**src/rtl/bmt_pkg.sv**
```systemverilog
package bmt_pkg;
    typedef enum logic [1:0] {
        CMD_IDLE = 2'b00,
        CMD_WR   = 2'b01,
        CMD_RD   = 2'b10,
        CMD_RSV  = 2'b11
    } cmd_e;

    localparam logic [1:0] RSP_NULL = 2'b00;
    localparam logic [1:0] RSP_DVA  = 2'b01;
    localparam logic [1:0] RSP_ERR  = 2'b11;

    typedef enum logic [1:0] {
        ST_IDLE = 2'b00,
        ST_WR   = 2'b01,
        ST_RD   = 2'b10
    } state_e;
endpackage

```
**src/rtl/bmt_beat_addr.sv**
```systemverilog
module bmt_beat_addr #(
    parameter int IDX_W = 6,
    parameter int CNT_W = 4
) (
    input  logic [IDX_W-1:0] start_idx,
    input  logic [CNT_W-1:0] len,
    input  logic [CNT_W-1:0] beat,
    input  logic             xor_mode,
    output logic [IDX_W-1:0] beat_idx
);
    logic [IDX_W-1:0] mask;
    logic [IDX_W-1:0] beat_ext;
    logic [IDX_W-1:0] wrap_idx;
    logic [IDX_W-1:0] xor_idx;

    always_comb begin
        beat_ext = IDX_W'(beat);
        mask     = IDX_W'(len) - IDX_W'(1);
        wrap_idx = (start_idx & ~mask) | ((start_idx + beat_ext) & mask);
        xor_idx  = start_idx ^ beat_ext;
        beat_idx = xor_mode ? xor_idx : wrap_idx;
    end
endmodule

```
**src/rtl/bmt_store.sv**
```systemverilog
module bmt_store #(
    parameter int DATA_W = 32,
    parameter int WORDS  = 32,
    localparam int BYTES = DATA_W / 8,
    localparam int MI_W  = $clog2(WORDS)
) (
    input  logic              clk,
    input  logic              we,
    input  logic [MI_W-1:0]   idx,
    input  logic [DATA_W-1:0] wdata,
    input  logic [BYTES-1:0]  wbe,
    output logic [DATA_W-1:0] rdata
);
    logic [DATA_W-1:0] mem_q [WORDS];

    always_ff @(posedge clk) begin
        if (we) begin
            for (int b = 0; b < BYTES; b++) begin
                if (wbe[b]) mem_q[idx][8*b +: 8] <= wdata[8*b +: 8];
            end
        end
    end

    assign rdata = mem_q[idx];
endmodule

```
**src/rtl/burst_mem_target.sv**
```systemverilog
module burst_mem_target
    import bmt_pkg::*;
#(
    parameter int DATA_W    = 32,
    parameter int ADDR_W    = 8,
    parameter int MEM_WORDS = 32,
    parameter int LEN_MAX   = 8,
    localparam int BYTES    = DATA_W / 8,
    localparam int OFF_W    = (BYTES > 1) ? $clog2(BYTES) : 1,
    localparam int IDX_W    = ADDR_W - OFF_W,
    localparam int CNT_W    = $clog2(LEN_MAX) + 1,
    localparam int MI_W     = $clog2(MEM_WORDS)
) (
    input  logic              clk,
    input  logic              rst_n,
    input  logic [1:0]        req_cmd,
    input  logic [ADDR_W-1:0] req_addr,
    input  logic              req_seq,
    input  logic [CNT_W-1:0]  req_len,
    output logic              req_accept,
    input  logic              wd_valid,
    input  logic [DATA_W-1:0] wd_data,
    input  logic [BYTES-1:0]  wd_be,
    input  logic              wd_last,
    output logic              wd_accept,
    output logic [1:0]        rd_resp,
    output logic [DATA_W-1:0] rd_data,
    output logic              rd_last,
    output logic              err_flag,
    input  logic              err_clr
);
    typedef struct packed {
        state_e            st;
        logic [IDX_W-1:0]  start;
        logic [CNT_W-1:0]  len;
        logic [CNT_W-1:0]  beat;
        logic              seq;
        logic [1:0]        resp;
        logic [DATA_W-1:0] data;
        logic              last;
        logic              err;
    } regs_t;

    regs_t             r_q, r_d;
    logic [IDX_W-1:0]  cur_idx;
    logic              in_range;
    logic              last_beat;
    logic              mem_we;
    logic [DATA_W-1:0] mem_rdata;
    logic              wr_bad;

    bmt_beat_addr #(.IDX_W(IDX_W), .CNT_W(CNT_W)) u_addr (
        .start_idx (r_q.start),
        .len       (r_q.len),
        .beat      (r_q.beat),
        .xor_mode  (r_q.seq),
        .beat_idx  (cur_idx)
    );

    bmt_store #(.DATA_W(DATA_W), .WORDS(MEM_WORDS)) u_store (
        .clk   (clk),
        .we    (mem_we),
        .idx   (cur_idx[MI_W-1:0]),
        .wdata (wd_data),
        .wbe   (wd_be),
        .rdata (mem_rdata)
    );

    always_comb begin
        r_d        = r_q;
        r_d.resp   = RSP_NULL;
        r_d.data   = '0;
        r_d.last   = 1'b0;
        mem_we     = 1'b0;
        wr_bad     = 1'b0;
        in_range   = {1'b0, cur_idx} < (IDX_W+1)'(MEM_WORDS);
        last_beat  = (r_q.beat == r_q.len - CNT_W'(1));
        req_accept = (r_q.st == ST_IDLE);
        wd_accept  = (r_q.st == ST_WR);

        case (r_q.st)
            ST_IDLE: begin
                if (req_cmd == CMD_WR || req_cmd == CMD_RD) begin
                    r_d.st    = (req_cmd == CMD_WR) ? ST_WR : ST_RD;
                    r_d.start = req_addr[ADDR_W-1:OFF_W];
                    r_d.len   = req_len;
                    r_d.seq   = req_seq;
                    r_d.beat  = '0;
                end
            end
            ST_WR: begin
                if (wd_valid) begin
                    mem_we   = in_range;
                    wr_bad   = !in_range;
                    r_d.beat = r_q.beat + CNT_W'(1);
                    if (last_beat) r_d.st = ST_IDLE;
                end
            end
            ST_RD: begin
                r_d.resp = in_range ? RSP_DVA : RSP_ERR;
                r_d.data = in_range ? mem_rdata : '0;
                r_d.last = last_beat;
                r_d.beat = r_q.beat + CNT_W'(1);
                if (last_beat) r_d.st = ST_IDLE;
            end
            default: r_d.st = ST_IDLE;
        endcase

        if (wr_bad)       r_d.err = 1'b1;
        else if (err_clr) r_d.err = 1'b0;
    end

    always_ff @(posedge clk or negedge rst_n) begin
        if (!rst_n) r_q <= '0;
        else        r_q <= r_d;
    end

    assign rd_resp  = r_q.resp;
    assign rd_data  = r_q.data;
    assign rd_last  = r_q.last;
    assign err_flag = r_q.err;

    // a taken request makes the port busy on the next cycle
    a_r3_busy_after_take: assert property (@(posedge clk) disable iff (!rst_n)
        (req_accept && (req_cmd == CMD_WR || req_cmd == CMD_RD)) |=> !req_accept);

    // only power-of-two lengths within range are taken
    a_r6_len_legal: assert property (@(posedge clk) disable iff (!rst_n)
        (req_accept && (req_cmd == CMD_WR || req_cmd == CMD_RD))
        |-> ($countones(req_len) == 1 && req_len <= CNT_W'(LEN_MAX)));

    // master's last flag agrees with the target's beat count
    a_r7_last_agrees: assert property (@(posedge clk) disable iff (!rst_n)
        (wd_accept && wd_valid && wd_last) |=> req_accept);

    // the last marker is a single-cycle pulse
    a_r8_last_pulse: assert property (@(posedge clk) disable iff (!rst_n)
        rd_last |=> !rd_last);

    // the last marker always rides on a real response
    a_r8_last_has_resp: assert property (@(posedge clk) disable iff (!rst_n)
        rd_last |-> rd_resp != RSP_NULL);

    // no response while a posted write is in progress
    a_r10_write_silent: assert property (@(posedge clk) disable iff (!rst_n)
        wd_accept |-> rd_resp == RSP_NULL);

    // error line holds without a clear
    a_r11_err_sticky: assert property (@(posedge clk) disable iff (!rst_n)
        (err_flag && !err_clr) |=> err_flag);
endmodule

```
**config.mk**
```make
export PLATFORM = sky130hd
export DESIGN_NAME = burst_mem_target
export DESIGN_NICKNAME = d
export VERILOG_FILES = /design/src/rtl/bmt_pkg.sv /design/src/rtl/bmt_beat_addr.sv /design/src/rtl/bmt_store.sv /design/src/rtl/burst_mem_target.sv
export SDC_FILE = /design/constraint.sdc
export NUM_CORES = 1
export LEC_CHECK = 0
export BUFFER_PORTS_ARGS = -buffer_cell sky130_fd_sc_hd__buf_2
export CAP_MARGIN = 20
export CORE_MARGIN = 1
export CORE_UTILIZATION = 60
export CTS_CLUSTER_SIZE = 10
export DETAILED_ROUTE_END_ITERATION = 6
export PLACE_DENSITY = 0.77
export SLEW_MARGIN = 5
export SYNTH_ARGS = -nofsm -noshare
export SYNTH_HDL_FRONTEND = slang
export SYNTH_SLANG_ARGS = --single-unit
```
**constraint.sdc**
```tcl
create_clock -name clk -period 4.95 [get_ports clk]
set_input_delay 0.99 -clock clk [delete_from_list [all_inputs] [get_ports clk]]
set_output_delay 0.99 -clock clk [all_outputs]
set_load 0.1 [all_outputs]
```
==> key figures <==
Logic synthesis
  – Synth Instances: just over 3000
  – Synthesized Nets: about 3100
  – EDFF count, synth: 1024
  – Yosys warnings: 0
  – Synth Cell Area: 0.0437 sq mm
  – Post-synthesis cell type count: between 60 and 70
  – Sequential area share after synthesis: between 70% and 80%
  – Yosys reg bits: about 1100
  – Synth Flop Type: edfxtp_1
  – FFs w/ async S/R, synth: a little under 5%
  – Average size of a mapped cell: between 10 and 15 sq um

Placed design
  – RD Place Congestion: 0.900
  – Post-detail-place hpwl: 69200 microns
  – PortBufs: 90

GRT
  – Initial antenna violation count: 4
  – Total congestion overflow: 0
  – Largest net degree at the start of global routing: approximately 120
  – First-pass GRT wire length: about 170000 microns
  – Tot GR Track Use: a little under a third
  – Vias in the first global route: 27000

Clock tree
  – Clk Latency, worst-skew pair: between 0.6 and 0.7 ns
  – Clock transition at path regs: roughly 0.06 ns
  – Post CTS Setup Buffer Count: 0
  – Hold-fix buffers, CTS: 0
  – Clock tree buffer depth: 3
  – H-Tree Depth: 3
  – CTS buffer count: 119
  – Clock Tree Root: clkbuf_16
  – Clock sink count: about 1100
  – CTS tree: done
  – Post-CTS resize count: 0

Critical path
  – Critical path type: register to register
  – CP startpoint kind: register
  – Worst setup EP type: register
  – Crit Path Max Fanout: between 60 and 70
  – Critical Path RT: between 5 and 6 ns
  – Data arrival, critical path: about 4.8 ns

Route
  – WL met2: roughly 54000 microns
  – Antenna Nets Post-Route: 0
  – Routed met3 length: 14800 microns
  – Uppermost routed layer: met4
  – M1 WL: about 41000 microns
  – Remaining DRCs: 1
  – Vias: between 20000 and 30000
  – Routed WL: 116000 microns
  – Routed wire per std cell: 27.5 microns
  – DRT Pass-1 Iters: 7
  – DR vias/cell: ~6.5
  – DR iter-0 viols: approximately 3800

Min path
  – Worst hold-check path type: input port to async pin

Finish
  – Layout net count: about 3200
  – Commonest cells after routing, fill and taps aside: 1024 x edfxtp_1, 679 x nand2_1, 230 x mux2i_1
  – Area Growth Syn to Fin: 11.4%
  – Share of cells above drive strength 1: between 10% and 20%
  – Fillers: roughly 4700
  – Commonest non-fill, non-tap cell in the layout: edfxtp_1

Flow run
  – Max-cap viol count: 0

STA
  – Fin. Hold Viols: 0
  – Min cycle time layout: around 4.3 ns
  – Final period util: between 80% and 90%
  – Total negative setup slack: 0 ns
  – Endpoints failing setup: 0
  – Worst clock skew: 0.0268 ns
  – F_max: 234 MHz
  – Worst slew pin tran: about 1.0 ns
  – Slew HR: a little under a third
  – Fin. max-slew vios: 0
  – Unrepaired setup endpoints after global routing: false

Outcome
  – Status: complete, but fails checks
  – Failing checks: design-rule violations

Die
  – Die area: between 0.07 and 0.08 sq mm
  – Core area: 0.0717 sq mm
  – # IOs: 94
  – Die Wd: 272 microns
  – Die Y-Extent: about 270 microns
  – Site Rows: 98
  – Initial Util: between 60% and 70%
## cells in the mapped netlist, types with 6 or more instances
library cell     n  area share [%]
buf_1           23            0.20
buf_4           55            0.94
a211oi_1        26            0.45
nor2_2           6           0.086
o211ai_1         7            0.12
nand4_1         11            0.16
clkbuf_1        57            0.49
a32oi_1         10            0.20
buf_2           81            0.93
o22a_1          13            0.26
inv_1           23            0.20
nand2_1        679             5.8
mux2_2          23            0.59
buf_6            8            0.21
nor2_1         147             1.3
a21oi_1         42            0.48
and3_1          48            0.69
nand3_1        229             2.6
mux4_2          30             1.5
edfxtp_1      1024              70
o21ai_1         10            0.11
a22o_1           9            0.18
ha_1            12            0.34
dfrtp_1         53             3.0
o21ai_0         27            0.31
o221ai_1         6            0.12
a311oi_1        34            0.68
mux2i_1        230             5.3
a31oi_1         52            0.74
o32ai_1         15            0.30
## critical path, cell delays in order, from the launching register on
cell	delay (ns)
dfrtp_1	0.46
ha_1	0.28
fa_1	0.53
mux2i_1	0.15
o21ai_4	0.47
buf_12	0.40
buf_4	0.39
mux2i_1	0.14
mux2i_1	0.18
o22a_1	0.20
o21ai_1	0.18
o32ai_1	0.66
## stage by stage
stage | hold slack [ns] | cell area [sq um] | setup WS, ns | std cells | utilization, %
after global routing | 0.508 | 48700 | 0.455 | 4200 | 67.9
after global placement | 0.514 | 45200 | 0.937 | 3984 | 63.0
after CTS | 0.469 | 48700 | 0.784 | 4199 | 67.9
after floorplan | 0.500 | 43700 | 1.64 | 3053 | -
final | 0.469 | 48700 | 0.683 | 4208 | 67.9
after detailed placement | 0.525 | 45200 | 0.803 | 3984 | 63.0
## path summary, 6_finish.rpt
check	cells past startpoint	end	start	slack, ns
worst max-delay path	11	rd_data[21]$_DFF_PN0_	r_q[37]$_DFFE_PN0P_	0.68
worst min-delay path	1	rd_data[20]$_DFF_PN0_	rst_n	0.47
worst max register to register	11	rd_data[21]$_DFF_PN0_	r_q[37]$_DFFE_PN0P_	0.68
worst min register to register	2	err_flag$_DFFE_PN0P_	err_flag$_DFFE_PN0P_	0.53
max in group asynchronous	1	rd_data[30]$_DFF_PN0_	rst_n	3.87
min in group clk	2	err_flag$_DFFE_PN0P_	err_clr	0.52
## sequential cells by signal (all words and copies together), names as in the netlist
name / cells
rd_data: 32
r_q: 17
u_store.mem_q: 1024
rd_resp: 2
rd_last: 1
err_flag: 1
## layout make-up
class	instances	area, sq um	area share [%]
multi-input cells	1729	10400	21.4
well taps	950	1190	2.44
clock inverters	7	56.3	0.116
inverters	23	86.3	0.177
clock buffers	208	3400	6.97
flip-flops and latches	1077	32100	65.9
diodes	8	20.0	0.0411
repair buffers	206	1470	3.03
## layer usage
metal	vias up	track usage [%]
li1	11600	-
met4	0	14.7
met3	334	7.97
met2	2009	49.0
met5	-	0
met1	13500	41.4
## logic make-up after synthesis
family | share of synthesized area [%]
XOR/XNOR | 0.178
buffers and inverters | 2.96
AO/OA/AOI/OAI | 4.61
AND/OR/NAND/NOR | 11.0
multiplexers | 7.47
flip-flops | 73.4
adder cells (fa/ha/maj) | 0.389
Power is left out: the tool's default activity adds up to more than one toggle a clock period on the data nets, which glitch-free logic cannot reach.
